**config.mk**
```make
export PLATFORM = sky130hd
export DESIGN_NAME = piso_gated_shifter
export DESIGN_NICKNAME = d
export VERILOG_FILES = /design/src/rtl/piso_gated_shifter.sv
export SDC_FILE = /design/constraint.sdc
export NUM_CORES = 1
export LEC_CHECK = 0
export BUFFER_PORTS_ARGS = -buffer_cell sky130_fd_sc_hd__buf_2
export CORE_ASPECT_RATIO = 1.25
export CORE_UTILIZATION = 53
export CTS_CLUSTER_SIZE = 12
export DETAILED_ROUTE_END_ITERATION = 8
export PLACE_DENSITY_LB_ADDON = 0.12
export SLEW_MARGIN = 30
export SYNTH_ARGS = -nofsm -noshare
export SYNTH_HDL_FRONTEND = slang
export SYNTH_SLANG_ARGS = --single-unit
```
**constraint.sdc**
```tcl
create_clock -name clk -period 2.9 [get_ports clk]
set_input_delay 0.87 -clock clk [delete_from_list [all_inputs] [get_ports clk]]
set_output_delay 0.87 -clock clk [all_outputs]
set_load 0.005 [all_outputs]
```
**src/rtl/piso_gated_shifter.sv**
```systemverilog
module piso_gated_shifter #(
  parameter int WIDTH         = 8,
  parameter int SYS_PERIOD_PS = 10000,
  parameter int MIN_LOAD_PS   = 15000,
  parameter int MIN_CLOCK_PS  = 25000
) (
  input  logic             clk,
  input  logic             rst,
  input  logic             pin_clk,
  input  logic             pin_inh,
  input  logic             pin_shld_n,
  input  logic             pin_ser,
  input  logic [WIDTH-1:0] pin_par,
  output logic             out_last,
  output logic             out_last_n,
  output logic             inh_violation,
  output logic             load_width_err,
  output logic             clock_width_err
);
  localparam int LD_CYC  = (MIN_LOAD_PS + SYS_PERIOD_PS - 1) / SYS_PERIOD_PS;
  localparam int CK_CYC  = (MIN_CLOCK_PS + SYS_PERIOD_PS - 1) / SYS_PERIOD_PS;
  localparam int MAX_CYC = (LD_CYC > CK_CYC) ? LD_CYC : CK_CYC;
  localparam int CNT_W   = $clog2(MAX_CYC + 1);
  localparam logic [CNT_W-1:0] LD_LIM = CNT_W'(LD_CYC);
  localparam logic [CNT_W-1:0] CK_LIM = CNT_W'(CK_CYC);

  logic ck_m, ck_s, inh_m, inh_s, shld_m, shld_s, ser_m, ser_s;
  logic [WIDTH-1:0] par_m, par_s;
  logic or_q, inh_q, ck_q, shld_q;
  logic [WIDTH-1:0] stages;
  logic [CNT_W-1:0] ld_cnt, ck_cnt;

  always_ff @(posedge clk) begin
    if (rst) begin
      ck_m <= 1'b0;   ck_s <= 1'b0;
      inh_m <= 1'b1;  inh_s <= 1'b1;
      shld_m <= 1'b1; shld_s <= 1'b1;
      ser_m <= 1'b0;  ser_s <= 1'b0;
      par_m <= '0;    par_s <= '0;
    end else begin
      ck_m <= pin_clk;     ck_s <= ck_m;
      inh_m <= pin_inh;    inh_s <= inh_m;
      shld_m <= pin_shld_n; shld_s <= shld_m;
      ser_m <= pin_ser;    ser_s <= ser_m;
      par_m <= pin_par;    par_s <= par_m;
    end
  end

  wire gate_or   = ck_s | inh_s;
  wire shift_evt = shld_s & gate_or & ~or_q;
  wire inh_rise  = inh_s & ~inh_q;

  always_ff @(posedge clk) begin
    if (rst) begin
      or_q <= 1'b1; inh_q <= 1'b1; ck_q <= 1'b0; shld_q <= 1'b1;
    end else begin
      or_q <= gate_or; inh_q <= inh_s; ck_q <= ck_s; shld_q <= shld_s;
    end
  end

  always_ff @(posedge clk) begin
    if (rst)            stages <= '0;
    else if (!shld_s)   stages <= par_s;
    else if (shift_evt) stages <= {stages[WIDTH-2:0], ser_s};
  end

  always_ff @(posedge clk) begin
    if (rst)                     inh_violation <= 1'b0;
    else if (inh_rise && !ck_s)  inh_violation <= 1'b1;
  end

  always_ff @(posedge clk) begin
    if (rst) begin
      ld_cnt <= LD_LIM;
      load_width_err <= 1'b0;
    end else if (!shld_s && shld_q) begin
      ld_cnt <= 1;
    end else if (shld_s && !shld_q) begin
      if (ld_cnt < LD_LIM) load_width_err <= 1'b1;
    end else if (!shld_s && ld_cnt < LD_LIM) begin
      ld_cnt <= ld_cnt + 1'b1;
    end
  end

  always_ff @(posedge clk) begin
    if (rst) begin
      ck_cnt <= CK_LIM;
      clock_width_err <= 1'b0;
    end else if (ck_s != ck_q) begin
      if (ck_cnt < CK_LIM) clock_width_err <= 1'b1;
      ck_cnt <= 1;
    end else if (ck_cnt < CK_LIM) begin
      ck_cnt <= ck_cnt + 1'b1;
    end
  end

  assign out_last   = stages[WIDTH-1];
  assign out_last_n = ~stages[WIDTH-1];
endmodule

```
==> qor.csv, run 1 <==
metric,value,unit
period_minus_slack,1723,ps
synth_common_cells,"43 x dfxtp_1, 22 x nor2b_1, 16 x nand2_1",
ys_types,21,
critPathTopFamily,flip-flops,
die_x,47.75,um
peakVddDrop,0.4489,mV
p_total,1075,uW
async_flop_share,0,%
core,2452,sq um
fin_skew,4.526,ps
io_buffers,18,
vias,912,
drtAntennaViolNets,0,
antenna_found_initial,0,
cts_tree,built,
dp_hpwl,1276,um
final_cells,187,
fin_tns_setup,0,ps
fmax,0.5803,GHz
clk_latency,340,ps
end_kind,output pin,
max_stage_delay,360,ps
layout.nets,168,
drv_cap,0,
cts_htree_levels,2,
synthCells,135,
start_kind,register,
hp-class,register to register,
cts_hold_buf,0,
clk_pin_slew,110,ps
drive_gt1_share,21.43,%
die-area,2826,sq um
synth.largest_area_cell,dfxtp_1,
max_slew.worst_pin.slew,659.8,ps
cts_buffers,5,
path_buf_inv,2,
synth.area.top_cells,"dfxtp_1 62%, nor2b_1 9.9%, a311oi_1 5.1%, nand2_1 4.3%, nor2_1 3.5%",
syn-num-nets,150,
relSlewSlack,55.95,%
status,"complete, no violations",
hold_viol,0,
grt_max_degree,44,
rows,20,
yosysMostFrequentCell,dfxtp_1,
wl,1942,um
drt_iter0_drc,11,
setup_viol,0,
cts_resized,0,
dieHeight,59.18,um
ys_warn_count,0,
ys.flop_type,dfxtp_1,
start_util,56.53,%
drc_errors,0,
period_share,59.42,%
grt_pass1_vias,795,
io_pins,19,
grt_remaining_overflow,0,
p_leak,0.0006386,uW
post_cts_buffers,0,
yosysSeqAreaShare,62.09,%
r2r_setup_slack,1600,ps
dpl_cell_area,1484,sq um
dp_cells,179,
grt_pass1_wl,3222,um
gp_congestion,0.6628,
syn_avg_cell_area,10.27,sq um
root_buffer,clkbuf_4,
ys_ff_latch,43,
path_max_fanout,3,
routedWlPerCell,10.39,um
worstPathCellList,"inv_1, buf_2",
critPathRequiredTime,2030,ps
vias_per_cell,4.877,
critical_path.slowest_cell,dfxtp_1,
track_usage,17.19,%
crit_type,register to output pin,
final_area,1553,sq um
first_pass_iters,3,
clock_sinks,43,
synth_top_area_share,62.09,%
synthToLayoutAreaGrowth,12.00,%
netlist_area,1386,sq um
cp.arrival,850,ps
n_antenna_cell,0,
powerDensity,692.5,nW/um^2
synth_edf_count,0,
cts_buffer_depth,2,
slew_violations,0,
rsz0062_at_grt,false,
## power by group
part           internal [uW]  switching, uW  leakage [uW]
registers                630           21.9      0.000354
clock network            143            170     0.0000386
logic                   60.4           50.1      0.000246
## worst reg2reg max path, stage by stage, from the launching register on
cell and delay, ps:
dfxtp_1 760, nor2b_1 170, a21oi_1 190, o21a_1 130
## layout make-up
cell class | count | area, sq um
fillers | 239 | 899.6
flip-flops and latches | 43 | 860.8
multi-input cells | 82 | 480.5
repair buffers | 18 | 90.09
clock buffers | 8 | 68.82
well taps | 33 | 41.29
inverters | 3 | 11.26
## cells by family (layout without fill, tap and decap cells)
group	Yosys count	after routing	synth area share (%)
buf+inv	10	29	3.249
fa+ha+maj	1	1	0.9024
mux	1	1	0.7221
flops	43	43	62.09
simple gates	60	60	21.84
compound gates	18	18	9.928
xor+xnor	2	2	1.264
## registers in the layout (all words and copies together) (netlist names), 2 cells and up
| signal | flops |
|---|---|
| ld_cnt | 2 |
| par_s | 8 |
| stages | 8 |
| par_m | 8 |
| ck_cnt | 2 |
## cells in the final DEF, fill, tap and decap left out
cell type,instances
dfxtp_1,43
nor2b_1,22
buf_2,18
nand2_1,16
nor2_1,13
a311oi_1,8
or2_2,6
a21oi_1,5
clkbuf_4,5
inv_1,3
or3_1,2
clkbuf_8,2
o21bai_2,1
o21ba_2,1
o22ai_1,1
nand2b_1,1
xor2_1,1
xnor2_1,1
mux2i_1,1
o21bai_1,1
o21a_1,1
ha_1,1
clkbuf_1,1
## stage by stage
step           setup WS, ps  util (%)  hold WS (ps)
2_1_floorplan          1481         -         389.5
3_3_place_gp           1151     60.51         392.6
3_5_place_dp           1129     60.51         398.0
4_1_cts                1145     63.32         427.7
5_1_grt                1087     63.32         444.4
6_report               1177     63.32         417.3
## metal layers
| layer | global-route usage [%] | part of all wire [%] |
|---|---|---|
| met1 | 16.11 | 41 |
| met2 | 28.57 | 51 |
| met3 | 7.317 | 4.7 |
| met4 | 11.90 | 3.4 |
| met5 | 0 | 0 |
## worst paths after layout
| check | from | endpoint | depth (start not counted) |
|---|---|---|---|
| worst min register to register | inh_m$_SDFF_PP1_ | inh_s$_SDFF_PP1_ | 1 |
| worst min-delay path | inh_m$_SDFF_PP1_ | inh_s$_SDFF_PP1_ | 1 |
| worst max register to register | shld_s$_SDFF_PP1_ | ld_cnt[0]$_SDFFE_PP0P_ | 3 |
| worst max-delay path | stages[7]$_SDFFE_PP0P_ | out_last_n | 2 |
Note: power is estimated with default switching activity, not from simulation.
==> inputs of run 2 (changes only) <==
Settings changed: ABC_AREA set to 1.
Clock period 2.9 ns to 1.7 ns, I/O delays scaled along.
==> run 2 against run 1 <==
Net effect: final area increased by 8.2%; routed wire length increased by 8.7%; combinational power increased by 78%; register-to-register slack got worse by 990 ps; first-iteration DRC count unchanged; utilization decreased by 1.2 points; via count increased by 15%; sequential share of layout area decreased by 4.2 points; clock-buffer cell count unchanged; non-clock buffer count increased by 2.
==> qor.csv, run 2 <==
metric,value,unit,change
syn-num-nets,201,,+34%
dieHeight,61.86,um,+4.5%
synthCells,186,,+38%
setup_slack,326.2,ps,-850.5 ps
critical_path.slowest_cell,dfxtp_1,,
cts_tree,built,,
clk_pin_slew,120,ps,about the same
crit_cells,2,,unchanged
hold_viol,0,,unchanged
netlist_area,1519,sq um,+9.6%
dpl_worst_slack,381.8,ps,-747.2 ps
first_pass_iters,4,,+1
critPathTopFamily,flip-flops,,
r2r_cells,5,,+2
start_kind,register,,
core,2706,sq um,+10%
syn_avg_cell_area,8.166,sq um,-20%
gp_congestion,0.7076,,+6.8%
r2r_setup_slack,610,ps,-990 ps
peakVddDrop,0.7707,mV,+72%
grt_max_degree,22,,-50%
drv_cap,0,,unchanged
period_minus_slack,1374,ps,
rows,21,,+5.0%
io_buffers,18,,unchanged
fin_tns_setup,0,ps,unchanged
cp.arrival,860,ps,about the same
yosysMostFrequentCell,dfxtp_1,,
cts_buffers,5,,unchanged
end_kind,output pin,,
max_stage_delay,350,ps,about the same
hold_start,pin_shld_n,,
vias,1053,,+15%
p_leak,0.0008025,uW,+26%
drc_errors,0,,unchanged
critPathRequiredTime,1190,ps,-840 ps
io_pins,19,,unchanged
grt_pass1_wl,3491,um,+8.3%
top_regs,"par_m: 8 flops, par_s: 8 flops, stages: 8 flops",,
worstPathCellList,"inv_1, buf_2",,
max_slew.worst_pin.slew,443.6,ps,-216.2 ps
relSlewSlack,70.40,%,+14 points
clk_latency,350,ps,about the same
crit_type,register to output pin,,
dp_hpwl,1442,um,+13%
status,"complete, no violations",,
period_share,80.81,%,
start_util,56.13,%,-0.40 points
min_to,shld_m$_SDFF_PP1_,,
setup_viol,0,,unchanged
powerDensity,1097,nW/um^2,+58%
wl,2110,um,+8.7%
antenna_found_initial,0,,unchanged
root_buffer,clkbuf_4,,
layout.nets,221,,+32%
n_antenna_cell,0,,unchanged
ys_types,22,,+4.8%
rsz0062_at_grt,false,,
grt_pass1_vias,845,,+6.3%
final_common_cell,dfxtp_1,,
synthToLayoutAreaGrowth,10.63,%,
post_cts_buffers,0,,unchanged
clock_sinks,43,,unchanged
drive_gt1_share,17.39,%,-4.0 points
r2r_start,ck_s$_SDFF_PP0_,,
path_max_fanout,2,,-1
vias_per_cell,4.369,,-10%
drtAntennaViolNets,0,,unchanged
cts_hold_buf,0,,unchanged
die_x,49.88,um,+4.5%
slew_violations,0,,unchanged
cts_resized,0,,unchanged
r2r-end,stages[5]$_SDFFE_PP0P_,,
fin_skew,12.61,ps,+8.079 ps
cts_buffer_depth,2,,unchanged
synth.area.top_cells,"dfxtp_1 57%, nand2_1 9.1%, nor2_1 8.6%, inv_1 7.2%, and2_1 2.9%",,
synth.largest_area_cell,dfxtp_1,,
ys_ff_latch,43,,unchanged
grt_remaining_overflow,0,,unchanged
drt_iter0_drc,11,,unchanged
track_usage,15.95,%,-1.2 points
cts_htree_levels,2,,unchanged
synth_top_area_share,56.67,%,-5.4 points
die-area,3085,sq um,+9.2%
yosysSeqAreaShare,56.67,%,-5.4 points
fmax,0.7279,GHz,
mostFrequentLayoutCells,"43 x dfxtp_1, 37 x nand2_1, 35 x nor2_1",,
hp-class,input port to register,,
async_flop_share,0,%,unchanged
path_buf_inv,2,,unchanged
synth_common_cells,"43 x dfxtp_1, 37 x nand2_1, 35 x nor2_1",,
ys_warn_count,0,,unchanged
ys.flop_type,dfxtp_1,,
p_total,1843,uW,+71%
hold_depth,2,,+1
routedWlPerCell,8.755,um,-16%
synth_edf_count,0,,unchanged
## run 2: cell count changes in the layout (fill, tap and decap cells not counted), moves of 2 or more
cell      delta
or3_1        -2
a311oi_1     -8
buf_4        +2
nor2_2       +3
nand3_1      +5
nor3_1       +2
or2_2        -2
nor2_1      +22
nor2b_1     -22
inv_1       +26
nand2_1     +21
and2_1       +7
## run 2: routing by layer
layer  vias up  global-route usage, %  share of wire (%)
met5         -                      0                  0
met4         0                  11.02                3.1
met3         7                  6.813                4.8
met2        24                  25.10                 45
met1       439                  17.73                 47
li1        583                      -                  -
## run 2: cells by family after synthesis
| kind of cell | count (synthesis) | share of synthesized area (%) |
|---|---|---|
| compound gates | 9 | 3.706 |
| xor+xnor | 3 | 1.730 |
| flops | 43 | 56.67 |
| fa+ha+maj | 1 | 0.8236 |
| buf+inv | 36 | 10.79 |
| simple gates | 94 | 26.28 |
## run 2: where the power goes
| part | switching (uW) | internal (uW) | total (uW) | leakage, uW |
|---|---|---|---|---|
| combinational | 109 | 89.6 | 198 | 0.000409 |
| clock | 295 | 244 | 538 | 0.0000386 |
| sequential | 30.9 | 1080 | 1110 | 0.000354 |
| total | 435 | 1410 | 1840 | 0.000802 |
## run 2: worst max path at each step
stage | slack, ps | end | startpoint
floorplan | 590 | ck_m$_SDFF_PP0_ | rst
global placement | 400 | shld_s$_SDFF_PP1_ | rst
detailed placement | 380 | shld_m$_SDFF_PP1_ | rst
CTS | 310 | out_last_n | stages[7]$_SDFFE_PP0P_
global route | 280 | out_last_n | stages[7]$_SDFFE_PP0P_
finish | 330 | out_last_n | stages[7]$_SDFFE_PP0P_
## run 2: through the flow
step / instance area, sq um / utilization [%] / hold WS (ps) / instances
floorplan: 1519 / - / 388.3 / 186
global placement: 1612 / 59.55 / 393.1 / 233
detailed placement: 1612 / 59.55 / 396.2 / 233
CTS: 1680 / 62.09 / 332.0 / 241
global route: 1680 / 62.09 / 329.4 / 241
finish: 1680 / 62.09 / 349.1 / 241
## run 2: final cells by class
| type | instances | area, sq um |
|---|---|---|
| inverter | 29 | 108.9 |
| sequential | 43 | 860.8 |
| tap | 34 | 42.54 |
| fill | 256 | 1026 |
| multi-input combinational | 107 | 494.2 |
| clock buffer | 8 | 68.82 |
| timing repair buffer | 20 | 105.1 |
==> inputs of run 3 (changes only) <==
Clock period 1.7 ns to 1.4 ns, I/O delays scaled along.
==> run 3 against run 2 <==
Net effect: routed wire length down 0.81%; largest power group unchanged; final area grew 0.74%; die area is the same; worst setup slack worse by 190 ps.
==> qor.csv, run 3 (synthesized netlist as in run 2, its figures left out) <==
metric,value,unit,change
grt_remaining_overflow,0,,unchanged
dp_hpwl,1447,um,+0.33%
critPathRequiredTime,980,ps,-210 ps
layout.nets,221,,unchanged
root_buffer,clkbuf_4,,
drtAntennaViolNets,0,,unchanged
first_pass_iters,4,,unchanged
vias,1050,,-0.28%
rows,21,,unchanged
drive_gt1_share,17.39,%,unchanged
hold_viol,0,,unchanged
clk_pin_slew,110,ps,about the same
core,2706,sq um,unchanged
cts_hold_buf,0,,unchanged
hp-class,input port to register,,
relSlewSlack,71.78,%,+1.4 points
grt_pass1_vias,930,,+10%
cts_buffer_depth,2,,unchanged
track_usage,16.96,%,+1.0 points
io_buffers,18,,unchanged
status,"complete, no violations",,
io_pins,19,,unchanged
top_regs,"par_m: 8 flops, par_s: 8 flops, stages: 8 flops",,
peakVddDrop,0.6660,mV,-14%
end_kind,output pin,,
setup_viol,0,,unchanged
drt_iter0_drc,7,,-4
vias_per_cell,4.357,,-0.28%
final_common_cell,dfxtp_1,,
fmax,0.7900,GHz,
p_leak,0.0008071,uW,+0.57%
cp.arrival,850,ps,about the same
drv_cap,0,,unchanged
crit_type,register to output pin,,
drc_errors,0,,unchanged
wl,2093,um,-0.81%
period_share,90.42,%,
period_minus_slack,1266,ps,
fin_skew,8.329,ps,-4.276 ps
die_x,49.88,um,unchanged
rsz0062_at_grt,false,,
cts_resized,0,,unchanged
clk_latency,350,ps,about the same
path_max_fanout,2,,unchanged
die-area,3085,sq um,unchanged
grt_max_degree,29,,+32%
slew_violations,0,,unchanged
clock_sinks,43,,unchanged
antenna_found_initial,0,,unchanged
fin_tns_setup,0,ps,unchanged
n_antenna_cell,0,,unchanged
utilization,62.55,%,+0.46 points
grt_pass1_wl,3788,um,+8.5%
start_util,56.13,%,unchanged
post_cts_buffers,0,,unchanged
holdWs,242.5,ps,-106.6 ps
start_kind,register,,
cts_tree,built,,
powerDensity,1331,nW/um^2,+21%
synthToLayoutAreaGrowth,11.45,%,
cts_buffers,5,,unchanged
dieHeight,61.86,um,unchanged
routedWlPerCell,8.685,um,-0.81%
mostFrequentLayoutCells,"43 x dfxtp_1, 37 x nand2_1, 35 x nor2_1",,
cts_htree_levels,2,,unchanged
gp_congestion,0.7565,,+6.9%
max_slew.worst_pin.slew,422.9,ps,-20.69 ps
## run 3: power by group
group	total (uW)	switching (uW)	internal (uW)
clock	659	364	296
sequential	1340	38.6	1310
combinational	250	135	114
total	2250	537	1720
## run 3: worst paths after layout
check	from	to	slack [ps]	cells past startpoint
min reg2reg	par_m[0]$_SDFF_PP0_	par_s[0]$_SDFF_PP0_	410	2
max reg2reg	ck_s$_SDFF_PP0_	stages[1]$_SDFFE_PP0P_	330	4
min	pin_shld_n	shld_m$_SDFF_PP1_	240	2
max	stages[7]$_SDFFE_PP0P_	out_last_n	130	2
## run 3: area by class of cell
cell class | count | area (sq um)
well taps | 34 | 42.54
multi-input cells | 107 | 494.2
clock buffers | 8 | 68.82
fillers | 238 | 1013
repair buffers | 20 | 117.6
inverters | 29 | 108.9
flip-flops and latches | 43 | 860.8
## run 3: per-stage QoR
stage	instances	total power, uW	setup WS (ps)	cell area [sq um]
floorplan	186	1560	379.5	1519
global placement	233	1605	274.3	1624
detailed placement	233	1627	232.8	1624
CTS	241	2276	112.4	1693
global route	241	2389	74.62	1693
finish	241	2253	134.1	1693
## run 3: per-layer routing
layer | vias to the layer above | global-route usage, % | part of all wire (%)
met4 | 0 | 8.571 | 2.2
li1 | 583 | - | -
met1 | 442 | 18.99 | 46
met2 | 20 | 28.57 | 47
met3 | 5 | 6.569 | 4.6
met5 | - | 0 | 0
## run 3: critical path: stages (launching register included)
cell	delay, ps
dfxtp_1	340
inv_1	50
buf_2	120
